===== src/rtl/rot_loop_pkg.sv =====
package rot_loop_pkg;
  // strobes from branch control to the rename datapath
  typedef struct packed {
    logic rotate;    // branch is not idle: lower offsets, write stage predicate
    logic stageOne;  // value for the stage predicate
    logic taken;     // branch decision
  } rot_strobe_t;
endpackage


===== src/rtl/rot_map.sv =====
module rot_map #(
  parameter int VW   = 7,
  parameter int LO   = 32,
  parameter int SIZE = 96,
  localparam int BW  = $clog2(SIZE)
) (
  input  logic [VW-1:0] virt,
  input  logic [BW-1:0] base,
  output logic [VW-1:0] phys
);
  logic [VW:0] offs, sum, wrapd;

  assign offs  = {1'b0, virt} - (VW+1)'(LO);
  assign sum   = offs + (VW+1)'(base);
  assign wrapd = (sum >= (VW+1)'(SIZE)) ? sum - (VW+1)'(SIZE) : sum;
  assign phys  = (virt < VW'(LO)) ? virt : VW'(wrapd + (VW+1)'(LO));

  // a number never leaves the region it started in
  always_comb begin
    region_chk: assert ((virt < VW'(LO)) == (phys < VW'(LO)));
  end
endmodule


===== src/rtl/rot_loop_ctrl.sv =====
module rot_loop_ctrl
  import rot_loop_pkg::*;
#(
  parameter int LC_W = 16,
  parameter int EC_W = 8
) (
  input  logic            clk,
  input  logic            rstN,
  input  logic            lcWrEn,
  input  logic [LC_W-1:0] lcWrData,
  input  logic            ecWrEn,
  input  logic [EC_W-1:0] ecWrData,
  input  logic            brExec,
  output rot_strobe_t     strobe
);
  logic [LC_W-1:0] loopCnt;
  logic [EC_W-1:0] epiCnt;
  logic loopLive, epiLive;

  assign loopLive = (loopCnt != '0);
  assign epiLive  = (epiCnt != '0);

  always_comb begin
    strobe.rotate   = brExec && (loopLive || epiLive);
    strobe.stageOne = loopLive;
    strobe.taken    = brExec && (loopLive || (epiCnt > EC_W'(1)));
  end

  always_ff @(posedge clk) begin
    if (!rstN) begin
      loopCnt <= '0;
      epiCnt  <= '0;
    end else begin
      if (lcWrEn)                   loopCnt <= lcWrData;
      else if (brExec && loopLive)  loopCnt <= loopCnt - 1'b1;
      if (ecWrEn)                   epiCnt <= ecWrData;
      else if (brExec && !loopLive && epiLive) epiCnt <= epiCnt - 1'b1;
    end
  end


  lc_dec_chk: assert property (@(posedge clk) disable iff (!rstN)
    (brExec && loopLive && !lcWrEn) |=> (loopCnt == $past(loopCnt) - 1'b1));

  ec_dec_chk: assert property (@(posedge clk) disable iff (!rstN)
    (brExec && !loopLive && epiLive && !ecWrEn) |=> (epiCnt == $past(epiCnt) - 1'b1));

  idle_chk: assert property (@(posedge clk) disable iff (!rstN)
    (brExec && !loopLive && !epiLive && !lcWrEn && !ecWrEn) |=> (!loopLive && !epiLive));

  lc_load_chk: assert property (@(posedge clk) disable iff (!rstN)
    lcWrEn |=> (loopCnt == $past(lcWrData)));

  ec_load_chk: assert property (@(posedge clk) disable iff (!rstN)
    ecWrEn |=> (epiCnt == $past(ecWrData)));
endmodule


===== src/rtl/rot_loop_dp.sv =====
module rot_loop_dp
  import rot_loop_pkg::*;
#(
  parameter int GR_REGS = 128,
  parameter int GR_LO   = 32,
  parameter int PR_REGS = 64,
  parameter int PR_LO   = 16,
  localparam int GR_VW   = $clog2(GR_REGS),
  localparam int PR_VW   = $clog2(PR_REGS),
  localparam int GR_SIZE = GR_REGS - GR_LO,
  localparam int PR_SIZE = PR_REGS - PR_LO,
  localparam int GR_BW   = $clog2(GR_SIZE),
  localparam int PR_BW   = $clog2(PR_SIZE)
) (
  input  logic             clk,
  input  logic             rstN,
  input  logic             clearBases,
  input  rot_strobe_t      strobe,
  input  logic [GR_VW-1:0] grVirt,
  output logic [GR_VW-1:0] grPhys,
  input  logic [PR_VW-1:0] prVirt,
  output logic [PR_VW-1:0] prPhys,
  output logic [PR_VW-1:0] stageWrIdx
);
  logic [GR_BW-1:0] grBase, grBaseNext;
  logic [PR_BW-1:0] prBase, prBaseNext;

  assign grBaseNext = (grBase == '0) ? GR_BW'(GR_SIZE - 1) : grBase - 1'b1;
  assign prBaseNext = (prBase == '0) ? PR_BW'(PR_SIZE - 1) : prBase - 1'b1;

  always_ff @(posedge clk) begin
    if (!rstN || clearBases) begin
      grBase <= '0;
      prBase <= '0;
    end else if (strobe.rotate) begin
      grBase <= grBaseNext;
      prBase <= prBaseNext;
    end
  end

  rot_map #(.VW(GR_VW), .LO(GR_LO), .SIZE(GR_SIZE)) grMap (
    .virt(grVirt), .base(grBase), .phys(grPhys));
  rot_map #(.VW(PR_VW), .LO(PR_LO), .SIZE(PR_SIZE)) prMap (
    .virt(prVirt), .base(prBase), .phys(prPhys));
  rot_map #(.VW(PR_VW), .LO(PR_LO), .SIZE(PR_SIZE)) stageMap (
    .virt(PR_VW'(PR_LO)), .base(prBaseNext), .phys(stageWrIdx));


  gr_rot_chk: assert property (@(posedge clk) disable iff (!rstN)
    (strobe.rotate && !clearBases) |=>
      (grBase == (($past(grBase) == '0) ? GR_BW'(GR_SIZE - 1) : $past(grBase) - 1'b1)));

  pr_rot_chk: assert property (@(posedge clk) disable iff (!rstN)
    (strobe.rotate && !clearBases) |=>
      (prBase == (($past(prBase) == '0) ? PR_BW'(PR_SIZE - 1) : $past(prBase) - 1'b1)));

  clr_chk: assert property (@(posedge clk) disable iff (!rstN)
    clearBases |=> (grBase == '0 && prBase == '0));

  hold_chk: assert property (@(posedge clk) disable iff (!rstN)
    (!strobe.rotate && !clearBases) |=> ($stable(grBase) && $stable(prBase)));
endmodule


===== src/rtl/rot_loop_ctl.sv =====
module rot_loop_ctl
  import rot_loop_pkg::*;
#(
  parameter int LC_W    = 16,
  parameter int EC_W    = 8,
  parameter int GR_REGS = 128,
  parameter int GR_LO   = 32,
  parameter int PR_REGS = 64,
  parameter int PR_LO   = 16,
  localparam int GR_VW  = $clog2(GR_REGS),
  localparam int PR_VW  = $clog2(PR_REGS)
) (
  input  logic             clk,
  input  logic             rstN,
  input  logic             clearBases,
  input  logic             lcWrEn,
  input  logic [LC_W-1:0]  lcWrData,
  input  logic             ecWrEn,
  input  logic [EC_W-1:0]  ecWrData,
  input  logic             brExec,
  input  logic [GR_VW-1:0] grVirt,
  output logic [GR_VW-1:0] grPhys,
  input  logic [PR_VW-1:0] prVirt,
  output logic [PR_VW-1:0] prPhys,
  output logic             taken,
  output logic             stageWrEn,
  output logic [PR_VW-1:0] stageWrIdx,
  output logic             stageWrVal
);
  rot_strobe_t strobe;

  rot_loop_ctrl #(.LC_W(LC_W), .EC_W(EC_W)) ctrl (
    .clk(clk), .rstN(rstN), .lcWrEn(lcWrEn), .lcWrData(lcWrData),
    .ecWrEn(ecWrEn), .ecWrData(ecWrData), .brExec(brExec), .strobe(strobe));

  rot_loop_dp #(.GR_REGS(GR_REGS), .GR_LO(GR_LO), .PR_REGS(PR_REGS), .PR_LO(PR_LO)) dp (
    .clk(clk), .rstN(rstN), .clearBases(clearBases), .strobe(strobe),
    .grVirt(grVirt), .grPhys(grPhys), .prVirt(prVirt), .prPhys(prPhys),
    .stageWrIdx(stageWrIdx));

  assign taken      = strobe.taken;
  assign stageWrEn  = strobe.rotate;
  assign stageWrVal = strobe.stageOne;

  // a taken branch always writes a stage predicate
  taken_wr_chk: assert property (@(posedge clk) disable iff (!rstN)
    taken |-> stageWrEn);
endmodule


===== config.mk =====
export PLATFORM = sky130hd
export DESIGN_NAME = rot_loop_ctl
export DESIGN_NICKNAME = d
export VERILOG_FILES = /design/src/rtl/rot_loop_pkg.sv /design/src/rtl/rot_map.sv /design/src/rtl/rot_loop_ctrl.sv /design/src/rtl/rot_loop_dp.sv /design/src/rtl/rot_loop_ctl.sv
export SDC_FILE = /design/constraint.sdc
export NUM_CORES = 1
export LEC_CHECK = 0
export BUFFER_PORTS_ARGS = -buffer_cell sky130_fd_sc_hd__buf_2
export CORE_MARGIN = 2
export CORE_UTILIZATION = 60
export DETAILED_ROUTE_END_ITERATION = 12
export PLACE_DENSITY_LB_ADDON = 0.08
export SYNTH_ARGS = -nofsm -noshare
export SYNTH_HDL_FRONTEND = slang
export SYNTH_SLANG_ARGS = --single-unit

===== constraint.sdc =====
create_clock -name clk -period 8.6 [get_ports clk]
set_input_delay 0.43 -clock clk [delete_from_list [all_inputs] [get_ports clk]]
set_output_delay 0.43 -clock clk [all_outputs]
set_load 0.03 [all_outputs]

# Word level (Yosys, flattened, before mapping)
# Cells that the tools add are included.
word_totals:
  regBits: 37
  in_bits: 43
  output_inout_bits: 22
classes:
  addsub: 14
  order_cmp: 6
  mux: 11
  reduce_logical: 16
op_table:
  columns: ["operator", "count"]
  rows:
  - ["$mux W16", 2]
  - ["$mux W6", 4]
  - ["$mux W7", 3]
  - ["$mux W8", 2]
  - ["$reduce_bool A16 Y1", 1]
  - ["$sub A16 B1 Y16 const B", 1]
  - ["$add A6 B5 Y6 const B", 2]
  - ["$sub A6 B6 Y6 const B", 2]
  - ["$add A8 B7 Y8", 1]
  - ["$ge A8 B7 Y1 const B", 1]
  - ["$gt A8 B1 Y1 const B", 1]
  - ["$reduce_bool A8 Y1", 1]
  - ["$sub A7 B6 Y8 const B", 1]
  - ["$sub A8 B1 Y8 const B", 1]
  - ["$add A7 B6 Y7", 1]
  - ["$add A7 B6 Y7 const B", 1]
  - ["$ge A7 B6 Y1 const B", 1]
  - ["$logic_not A7 Y1", 1]
  - ["$lt A7 B6 Y1 const B", 1]
  - ["$sub A6 B5 Y7 const B", 1]
  - ["$sub A7 B1 Y7 const B", 1]
  - ["$sub A7 B7 Y7 const B", 1]
  - ["$ge A6 B6 Y1 const B", 1]
  - ["$logic_not A6 Y1", 1]
  - ["other kinds (6)", 14]

# Depth between registers and ports, before layout
depth:
  word_depth: 6
  ltp_mapped: 13
  ltp_nobuf: 13

# Hierarchy
# From an unflattened synthesis, not the netlist that was laid out.
hier_totals:
  hier_cells: 476
  area_unflattened_um2: 3738.6
modules_own_cells:
  columns: ["module", "instances", "cells_each", "area_per_inst_um2"]
  rows:
  - ["rot_loop_ctrl", 1, 210, 1682.9]
  - ["rot_map at dp.prMap ...", 2, 56, 417.9]
  - ["rot_loop_dp", 1, 91, 745.7]
  - ["rot_map at dp.grMap", 1, 63, 474.2]

# Worst setup path after synthesis
# No wires, ideal clock.
synth_timing:
  path_kind: "input port to output port"
  from: "input grVirt[1]"
  to: "output grPhys[6]"
  arrival_time_ns: 3.751
  setup_slack_ns: 4.419
  cell_stages: 10
  path_buffers: 0
  cell_sequence: "ha_1 -> ha_1 -> inv_1 -> fa_1 -> nand2b_1 -> a21oi_1 -> or4_1 -> o211ai_1 -> o221a_2 -> a2111oi_0"
synth_between:
  elab_chain_len: 6
synth_rtl:
  columns: ["item", "line", "rtl"]
  rows:
  - ["start, declared", "rot_loop_ctl.sv:21", "input logic [GR_VW-1:0] grVirt,"]
  - ["$sub A7 B6 Y8", "rot_map.sv:13", "assign offs = {1'b0, virt} - (VW+1)'(LO);"]
  - ["$add A8 B7 Y8", "rot_map.sv:14", "assign sum = offs + (VW+1)'(base);"]
  - ["$sub A7 B7 Y7 or $ge A8 B7 Y1 (tied branches)", "rot_map.sv:15", "assign wrapd = (sum >= (VW+1)'(SIZE)) ? sum - (VW+1)'(SIZE) : sum;"]
  - ["$mux W7", "rot_map.sv:15", null]
  - ["$add A7 B6 Y7", "rot_map.sv:16", "assign phys = (virt < VW'(LO)) ? virt : VW'(wrapd + (VW+1)'(LO));"]
  - ["$mux W7 *", "rot_map.sv:16", null]
  - ["end, declared", "rot_loop_ctl.sv:22", "output logic [GR_VW-1:0] grPhys,"]
# Mark *: on every way between the ends. The rest lies on a longest branch, timed or not.

# Worst setup path in the final report
layout_timing:
  from: "register dp.prBase[1]"
  to: "output prPhys[5]"
layout_between:
  elab_chain_len: 5
layout_rtl:
  columns: ["item", "line", "rtl"]
  rows:
  - ["start, declared", "rot_loop_dp.sv:26", "logic [PR_BW-1:0] prBase, prBaseNext;"]
  - ["start signal, assigned", "rot_loop_dp.sv:37", "prBase <= prBaseNext;"]
  - ["$add A7 B6 Y7 *", "rot_map.sv:14", null]
  - ["$sub A6 B6 Y6 or $ge A7 B6 Y1 (tied branches)", "rot_map.sv:15", null]
  - ["$mux W6 *", "rot_map.sv:15", null]
  - ["$add A6 B5 Y6 *", "rot_map.sv:16", null]
  - ["$mux W6 *", "rot_map.sv:16", null]
  - ["end, declared", "rot_loop_ctl.sv:24", "output logic [PR_VW-1:0] prPhys,"]
# Marked as above.

==> flow_summary.json <==
{
  "reg2reg_depth": 6,
  "fin_total_pwr_mw": 0.527,
  "post-cts-setup-buffers": 0,
  "post-synth-top-area-fraction": 0.230,
  "post_dp_cell_area_sq_um": 3520,
  "numCtsBuffers": 5,
  "chipHeight_um": 77.2,
  "number_of_synthesized_flops_with_an_enable_pin": 0,
  "worst_pin_slew_ps": 855,
  "yosys_most_used_dff": "sky130_fd_sc_hd__dfxtp_1",
  "dr_total_vias": 2976,
  "critPathMaxFanout": 5,
  "timing.hold.worst_path_depth": 2,
  "power_leakage_nw": 1.54,
  "max_cap_violations": 0,
  "clkTransAtPathRegs_ps": 80,
  "detailed_place_hpwl_mm": 5.12,
  "num_rows": 26,
  "final_net_count": 536,
  "worst-setup-path-type": "flop to output port",
  "cpMaxStageDelayCell": "sky130_fd_sc_hd__nor4_1",
  "timing.critical_path.arrival_ps": 3630,
  "seq_area_frac_synth": 0.230,
  "crit_startpoint": "dp.prBase[1]",
  "first_pass_iters": 5,
  "clock_latency_ps": 290,
  "gr-total-overflow": 0,
  "layout_commonest_cell": "sky130_fd_sc_hd__buf_2",
  "place.port_buffers": 64,
  "rsz0062_at_grt": "false",
  "initial_core_util": 0.626,
  "antenna_found_initial": 0,
  "routed_wire_length_per_instance_um": 12.7,
  "floorplan.die.width_um": 77.2,
  "synth.cell_area_sq_um": 3220,
  "place_congestion": 0.838,
  "worstReg2RegEnd": "dp.grBase[5]",
  "post-route-period-util": 0.472,
  "timing.final.setup_violations": 0,
  "timing.rr.start": "ctrl.epiCnt[3]",
  "status": "complete, no violations",
  "worstSetupEndpoint": "prPhys[5]",
  "post_layout_nonfiller_instances": 528,
  "hold-worst-slack_ps": 373,
  "final_worst_setup_slack_ps": 4540,
  "diodes": 0,
  "via_count_of_the_first_global_routing_pass": 2673,
  "finalHoldViolCount": 0,
  "synth.area.top_cells": "sky130_fd_sc_hd__dfxtp_1 23%, sky130_fd_sc_hd__ha_1 13%, sky130_fd_sc_hd__a21oi_1 6.7%",
  "netlist.top_cell.by_area": "sky130_fd_sc_hd__dfxtp_1",
  "fin_worst_skew_ps": 8.81,
  "final_non_filler_cell_area_sq_um": 3610,
  "clock_tree.buffer_depth": 2,
  "cts_tree": "built",
  "ios": 65,
  "drt_iter0_markers": 138,
  "reg2reg_slack_ps": 6310,
  "ctsResizeCount": 0,
  "placedCellCount": 520,
  "crit_path_frequent_cell": "sky130_fd_sc_hd__ha_1",
  "die_area_sq_um": 5960,
  "slew_headroom": 0.430,
  "syn-num-nets": 484,
  "worst_ep_required_time_ps": 8170,
  "final_max_slew_viol_count": 0,
  "post_route_cells_drive_above_1_share": 0.203,
  "detail-route-antenna-nets": 0,
  "crit_path_end_kind": "output port",
  "vias_per_cell": 5.64,
  "grt_start_max_net_pins": 32,
  "synth_area_per_cell_sq_um": 7.94,
  "maxClockFrequency_ghz": 0.246,
  "worst_setup_path_start_kind": "flop",
  "count_of_state_elements_after_synthesis": 37,
  "synth.yosys.warnings": 0,
  "synthDistinctLibCells": 59,
  "fin_util": 0.702,
  "period_minus_slack_ps": 4060,
  "cts_hold_repair.buffers": 0,
  "mapped_cells": 405,
  "finalWirelength_mm": 6.72,
  "clock_tree.htree_level_count": 2,
  "hp-class": "input pin to flop",
  "tns_ps": 0,
  "grt_pass1_wl_mm": 11.5,
  "clock-root-buffer": "sky130_fd_sc_hd__clkbuf_8",
  "power.ir.vdd_worst_v": 0.0000868,
  "path_cells": "ha_1, ha_1, inv_1, fa_1, nand2b_1, a21oi_1, xor2_1, ha_1, nand2_1, nor4_1, nor3_1, nor3b_1, a2111oi_2, buf_2",
  "syn2layout_area_growth_pct": 12.3,
  "power-per-cell-area_nw_per_um2": 146,
  "synth_async_sr_flop_share": 0,
  "dpl_worst_slack_ps": 4750,
  "slowest_delay_ps": 450,
  "clkSinkCount": 37,
  "most-common-layout-cells": "64 x sky130_fd_sc_hd__buf_2, 43 x sky130_fd_sc_hd__a21oi_1, 37 x sky130_fd_sc_hd__dfxtp_1",
  "drcViolationCount": 0,
  "globalRouteTotalUtil": 0.231,
  "core_region_area_sq_um": 5140
}
## where the power goes
part | switching, mW | internal [mW] | leakage [nW] | total (mW)
combinational | 0.126 | 0.0826 | 1.19 | 0.209
clock | 0.0648 | 0.0560 | 0.0439 | 0.121
sequential | 0.0148 | 0.183 | 0.306 | 0.198
total | 0.206 | 0.322 | 1.54 | 0.527
## worst max-delay path, delay by kind of cell (launching register included)
kind / cells / cell delay (ps)
xor+xnor: 1 / 280
buf+inv: 2 / 260
compound gates: 2 / 260
fa+ha+maj: 4 / 1070
flops: 1 / 370
simple gates: 5 / 1090
## registers in the layout (all words and copies together), names as in the netlist
| signal | flops |
|---|---|
| dp.prBase | 6 |
| dp.grBase | 7 |
| ctrl.loopCnt | 16 |
| ctrl.epiCnt | 8 |
## Yosys cell counts (all sizes together) (3+ instances only)
library cell and instances:
a2111oi 3, a211oi 5, a21o 4, a21oi 43, a311oi 5, a31oi 5, and2 4, and3 5
buf 8, clkbuf 11, dfxtp 37, ha 34, inv 36, mux2 6, nand2 23, nand2b 7
nand3 8, nand4 3, nor2 32, nor2b 6, nor3 12, nor3b 6, nor4 8, o21ai 31
or3 5, or4 4, xnor2 17, xor2 9
## cell type report
class	count	area, sq um
multi-input cells	313	2240
fillers	459	1530
flip-flops and latches	37	741
repair buffers	64	320
inverters	36	135
well taps	70	87.6
clock buffers	5	68.8
clock inverters	3	17.5
## cells by family after synthesis
group | after synthesis | share of synthesized area
adder cells (fa/ha/maj) | 36 | 0.145
AO/OA/AOI/OAI | 114 | 0.218
flip-flops | 37 | 0.230
AND/OR/NAND/NOR | 129 | 0.236
multiplexers | 8 | 0.0272
XOR/XNOR | 26 | 0.0708
buffers and inverters | 55 | 0.0732
## worst min-delay path by stage
stage                 endpoint            start
6_report       ctrl.loopCnt[0]      lcWrData[0]
5_1_grt        ctrl.loopCnt[0]      lcWrData[0]
4_1_cts        ctrl.loopCnt[0]      lcWrData[0]
3_5_place_dp      dp.prBase[5]     dp.prBase[5]
3_3_place_gp   ctrl.loopCnt[1]  ctrl.loopCnt[1]
2_1_floorplan  ctrl.loopCnt[1]  ctrl.loopCnt[1]
## layer usage
layer | share of wire | routed length (um) | track usage | up-vias
met5 | 0 | 0 | 0 | -
met2 | 0.48 | 3220 | 0.397 | 69
met4 | 0.0048 | 32 | 0.0643 | 0
met3 | 0.040 | 270 | 0.0400 | 4
met1 | 0.48 | 3190 | 0.296 | 1349
li1 | - | - | - | 1554
(Power assumes the default switching activity.)
